<file path="src/rtl/dual_ctr_pkg.sv">
package dual_ctr_pkg;

    localparam int N_CTL   = 4;
    localparam int IDX_LO  = 0;
    localparam int IDX_HI  = 1;
    localparam int IDX_LD  = 2;
    localparam int IDX_CLR = 3;

    // Reset value of each synchronizer: ticks idle low, strobes idle high
    localparam logic [N_CTL-1:0] CTL_IDLE = 4'b1100;

    typedef struct packed {
        logic clear;
        logic load;
        logic step_lo;
        logic step_hi;
    } ctl_t;

endpackage

</file>
<file path="src/rtl/ctr_sync.sv">
module ctr_sync #(
    parameter int   STAGES  = 2,
    parameter logic RST_VAL = 1'b0
) (
    input  logic clk,
    input  logic rst_n,
    input  logic async_in,
    output logic level,
    output logic fell
);

    typedef struct packed {
        logic [STAGES-1:0] pipe;
        logic              prev;
    } sync_st_t;

    sync_st_t st_d, st_q;

    always_comb begin
        st_d      = st_q;
        st_d.pipe = {st_q.pipe[STAGES-2:0], async_in};
        st_d.prev = st_q.pipe[STAGES-1];
    end

    always_ff @(posedge clk) begin
        if (!rst_n) begin
            st_q.pipe <= {STAGES{RST_VAL}};
            st_q.prev <= RST_VAL;
        end else begin
            st_q <= st_d;
        end
    end

    assign level = st_q.pipe[STAGES-1];
    assign fell  = st_q.prev & ~st_q.pipe[STAGES-1];


    single_fall_chk: assert property (@(posedge clk) disable iff (!rst_n)
        fell |=> !fell);

endmodule

</file>
<file path="src/rtl/ctr_section.sv">
module ctr_section #(
    parameter int W   = 3,
    parameter int MOD = 5
) (
    input  logic         clk,
    input  logic         rst_n,
    input  logic         clear,
    input  logic         load,
    input  logic         step,
    input  logic [W-1:0] load_val,
    output logic [W-1:0] count
);

    localparam logic [W-1:0] LAST = W'(MOD - 1);

    typedef struct packed {
        logic [W-1:0] cnt;
    } sec_st_t;

    sec_st_t st_d, st_q;

    always_comb begin
        st_d = st_q;
        if (clear) begin
            st_d.cnt = '0;
        end else if (load) begin
            st_d.cnt = load_val;
        end else if (step) begin
            st_d.cnt = (st_q.cnt >= LAST) ? '0 : st_q.cnt + W'(1);
        end
    end

    always_ff @(posedge clk) begin
        if (!rst_n) st_q.cnt <= '0;
        else        st_q     <= st_d;
    end

    assign count = st_q.cnt;


    step_inc_chk: assert property (@(posedge clk) disable iff (!rst_n)
        (step && !clear && !load && st_q.cnt < LAST) |=> st_q.cnt == $past(st_q.cnt) + W'(1));


    step_wrap_chk: assert property (@(posedge clk) disable iff (!rst_n)
        (step && !clear && !load && st_q.cnt >= LAST) |=> st_q.cnt == '0);

endmodule

</file>
<file path="src/rtl/dual_ripple_counter.sv">
module dual_ripple_counter
    import dual_ctr_pkg::*;
#(
    parameter int HI_MOD      = 5,
    parameter int SYNC_STAGES = 2
) (
    input  logic       clk,
    input  logic       rst_n,
    input  logic       tick_lo,
    input  logic       tick_hi,
    input  logic       load_n,
    input  logic       clear_n,
    input  logic [3:0] din,
    output logic [3:0] q
);

    localparam int LO_MOD = 2;
    localparam int LO_W   = 1;
    localparam int HI_W   = $clog2(HI_MOD);
    localparam int DW     = LO_W + HI_W;

    logic [N_CTL-1:0] raw;
    logic [N_CTL-1:0] lvl;
    logic [N_CTL-1:0] fall;
    ctl_t             ctl;
    logic             unused_fall;

    assign raw = {clear_n, load_n, tick_hi, tick_lo};

    for (genvar g = 0; g < N_CTL; g++) begin : g_sync
        ctr_sync #(
            .STAGES (SYNC_STAGES),
            .RST_VAL(CTL_IDLE[g])
        ) u_sync (
            .clk     (clk),
            .rst_n   (rst_n),
            .async_in(raw[g]),
            .level   (lvl[g]),
            .fell    (fall[g])
        );
    end

    assign unused_fall = ^fall[IDX_CLR:IDX_LD];

    always_comb begin
        ctl.clear   = ~lvl[IDX_CLR];
        ctl.load    = ~lvl[IDX_LD];
        ctl.step_lo = fall[IDX_LO];
        ctl.step_hi = fall[IDX_HI];
    end

    ctr_section #(.W(LO_W), .MOD(LO_MOD)) u_lo (
        .clk     (clk),
        .rst_n   (rst_n),
        .clear   (ctl.clear),
        .load    (ctl.load),
        .step    (ctl.step_lo),
        .load_val(din[LO_W-1:0]),
        .count   (q[LO_W-1:0])
    );

    ctr_section #(.W(HI_W), .MOD(HI_MOD)) u_hi (
        .clk     (clk),
        .rst_n   (rst_n),
        .clear   (ctl.clear),
        .load    (ctl.load),
        .step    (ctl.step_hi),
        .load_val(din[DW-1:LO_W]),
        .count   (q[DW-1:LO_W])
    );


    clear_zero_chk: assert property (@(posedge clk) disable iff (!rst_n)
        ctl.clear |=> q == '0);


    load_copy_chk: assert property (@(posedge clk) disable iff (!rst_n)
        (!ctl.clear && ctl.load) |=> q == $past(din));


    idle_hold_chk: assert property (@(posedge clk) disable iff (!rst_n)
        (!ctl.clear && !ctl.load && !ctl.step_lo && !ctl.step_hi) |=> $stable(q));

endmodule

</file>
<file path="config.mk">
export PLATFORM = sky130hd
export DESIGN_NAME = dual_ripple_counter
export DESIGN_NICKNAME = d
export VERILOG_FILES = /design/src/rtl/dual_ctr_pkg.sv /design/src/rtl/ctr_sync.sv /design/src/rtl/ctr_section.sv /design/src/rtl/dual_ripple_counter.sv
export SDC_FILE = /design/constraint.sdc
export NUM_CORES = 1
export LEC_CHECK = 0
export BUFFER_PORTS_ARGS = -buffer_cell sky130_fd_sc_hd__buf_4
export CORE_AREA = 2 2 45 47
export DETAILED_ROUTE_END_ITERATION = 12
export DIE_AREA = 0 0 47 49
export REMOVE_ABC_BUFFERS = 1
export SYNTH_ARGS = -nofsm -noshare
export SYNTH_HDL_FRONTEND = slang
export SYNTH_SLANG_ARGS = --single-unit
</file>
<file path="constraint.sdc">
create_clock -name clk -period 1.63 [get_ports clk]
set_input_delay 0.4075 -clock clk [delete_from_list [all_inputs] [get_ports clk]]
set_output_delay 0.4075 -clock clk [all_outputs]
set_load 0.01 [all_outputs]
</file>
==> flow_summary.toml <==
[placement]
dpl-instance-area_um2 = 634.4
place.gp.congestion = 0.7743
port_buffers = 13
dp_slack_ns = 0.3991

[sta]
max_slew_margin_pct = 82.74
maxSlewViolCount = 0
fin_setup_tns_ns = 0
rsz0062_at_grt = "false"
fin_worst_skew_ns = 0.002361
clock.fmax_mhz = 814.5
hold_violations = 0
fin_crit_sh_pct = 75.32
finalSetupViolations = 0
min_period_ns = 1.228
setup_slack_ns = 0.4023
tightestPinTransition_ns = 0.2585

[critical_path]
crit_path_cell_trace = "inv_1 -> ha_1 -> and4bb_1 -> a21oi_1 -> a211oi_1"
worst-path-buf-inv = 1
slowest_delay_ns = 0.39
crit_required_ns = 1.82
crit_type = "flop to flop"
startpoint_type = "flop"
reg2regPathDepth = 5
crit_fanout = 5
timing.rr.start = "u_hi.count[0]"
path_delay_family = "flip-flops"
r2r_slack_ns = 0.40
r2r_end = "u_hi.count[1]"
worstPathArrival_ns = 1.42
crit_slowest_cell = "dfxtp_1"
end_kind = "flop"

[routing]
antenna_left = 0
drc = 0
vias = 349
drt_iter0_drc = 1
viasPerCell = 3.878
routed_wl_um = 735
first_pass_iters = 2
wl_per_cell_um = 8.167

[flow_run]
maxCapViolCount = 0

[global_routing]
grt_pass1_vias = 317
grt_pass1_wl_um = 1248
grt_max_degree = 12
antenna_found_initial = 0
gr-total-overflow = 0
grt_usage_pct = 7.736

[cells_and_area]
fillers = 203
final_nets = 76
diodes = 0
final_util_pct = 36.41
areaGrowthSynthToFinish_pct = 29.16
layout-drive-gt1-share_pct = 31.75
fin_area_um2 = 670.6

[synthesis]
synth_top_family_by_area = "simple AND/OR/NAND/NOR gates"
netlist_area_um2 = 519.2
synth_xor_area_share_pct = 1.687
synth-simple-area-share_pct = 24.34
syn_avg_cell_area_um2 = 10.60
synth_cell_types = 18
synth_seq_cells = 14
synth_seq_area_share_pct = 53.98
synth_mux_area_share_pct = 1.928
synth_compound_area_share_pct = 8.675
yosys_warnings = 0
synthAdderAreaFrac_pct = 4.819
syn_inst = 49

[floorplanning]
die-area_um2 = 2303
fp.dieW_um = 47
fp-row-count = 16
coreArea_um2 = 1842
dieHeight_um = 49
io_pins = 14
initial_core_util_pct = 28.19

[clocking]
cts_root_buf = "clkbuf_4"
numClockSinks = 14
cts_made_buffers = 3
htreeDepth = 1
post_cts_buffers = 0
clk_pin_slew_ns = 0.08
cts_hold_buf = 0
cts_tree = "built"
ctsResizeCount = 0
cts.path.max_buffers = 2
clock_latency_ns = 0.27

[min_path]
worstHoldEndpoint = "g_sync[2].u_sync.st_d[2]"
hp-start = "load_n"
holdCritPathClass = "input port to flop"
min_path_cells = 2

[pwr]
p_leak_nw = 0.2925
p_per_area_nw_per_um2 = 990.9
peakVddDrop_mv = 0.5342
power_mw = 0.6645

[outcome]
outcome = "finished clean"
[sequential cells by signal, summed over array words and instances, names as in the netlist]
| signal | flops |
|---|---|
| u_lo.count | 1 |
| g_sync.u_sync.st_d | 4 |
| u_hi.count | 3 |
| g_sync.u_sync.st_q | 2 |
| g_sync.u_sync.level | 4 |
[metrics by stage]
stage	hold WS (ns)	std cells
final	0.3101	90
after global routing	0.3098	90
after CTS	0.3001	90
after detailed placement	0.3916	86
after global placement	0.3915	86
after floorplan	0.3863	46
[routing by layer]
| metal | up-vias | global-route usage, % | routed length [µm] |
|---|---|---|---|
| met5 | - | 0 | 0 |
| met4 | 0 | 2.778 | 0 |
| met3 | 0 | 4.444 | 45 |
| met2 | 11 | 11.19 | 347 |
| met1 | 151 | 9.382 | 342 |
| li1 | 187 | - | - |
[cell usage in the layout (no fill, tap or decap)]
cell type and n:
and2_2 1, nand2b_1 5, clkbuf_4 3, xnor2_1 1, nor2_1 5, clkbuf_8 1, nand2_1 1, a211oi_1 3
inv_1 2, mux2i_1 1, and4bb_1 2, buf_4 13, nor2b_2 1, dfxtp_1 14, a21oi_1 2, ha_1 2
a211oi_2 1, and2_1 5
[synthesized netlist by cell type]
master / instances / area [µm²]
xnor2_1: 1 / 8.760
nor2b_2: 1 / 8.760
dfxtp_1: 14 / 280.3
buf_4: 1 / 7.510
and2_1: 5 / 31.28
and2_2: 1 / 7.510
inv_1: 2 / 7.510
a211oi_1: 3 / 22.52
nand2_1: 1 / 3.750
a21oi_1: 2 / 10.01
nor2_1: 5 / 18.77
clkbuf_1: 1 / 3.750
mux2i_1: 1 / 10.01
ha_1: 2 / 25.02
and4bb_1: 2 / 25.02
a211oi_2: 1 / 12.51
nand2b_1: 5 / 31.28
clkbuf_2: 1 / 5.000
[cell type report]
class | instances | area, µm² | area share [%]
Sequential cell | 14 | 280.3 | 41.79
Multi-Input combinational cell | 30 | 215.2 | 32.09
Timing Repair Buffer | 13 | 97.59 | 14.55
Clock buffer | 4 | 36.28 | 5.410
Tap cell | 27 | 33.78 | 5.037
Inverter | 2 | 7.507 | 1.119
[kinds of logic (layout without fill, tap and decap cells)]
group / Yosys count / count (layout)
mux: 1 / 1
compound gates: 6 / 6
flops: 14 / 14
xor+xnor: 1 / 1
buf+inv: 5 / 19
fa+ha+maj: 2 / 2
simple gates: 20 / 20
[power by group]
group | internal, mW | switching, mW
Clock | 0.136 | 0.105
Combinational | 0.0355 | 0.0204
Sequential | 0.358 | 0.00988
[worst max path at each step]
stage                        startpoint       endpoint  slack [ns]  depth (start not counted)
after CTS                 u_hi.count[0]  u_hi.count[1]        0.38                          5
final                     u_hi.count[0]  u_hi.count[1]        0.40                          5
after global placement    u_hi.count[0]  u_hi.count[1]        0.44                          5
after global routing      u_hi.count[0]  u_hi.count[1]        0.30                          5
after detailed placement  u_hi.count[0]  u_hi.count[1]        0.40                          5
after floorplan           u_hi.count[0]  u_hi.count[1]        0.41                          5
No activity file was read; power rests on OpenSTA's default activity.
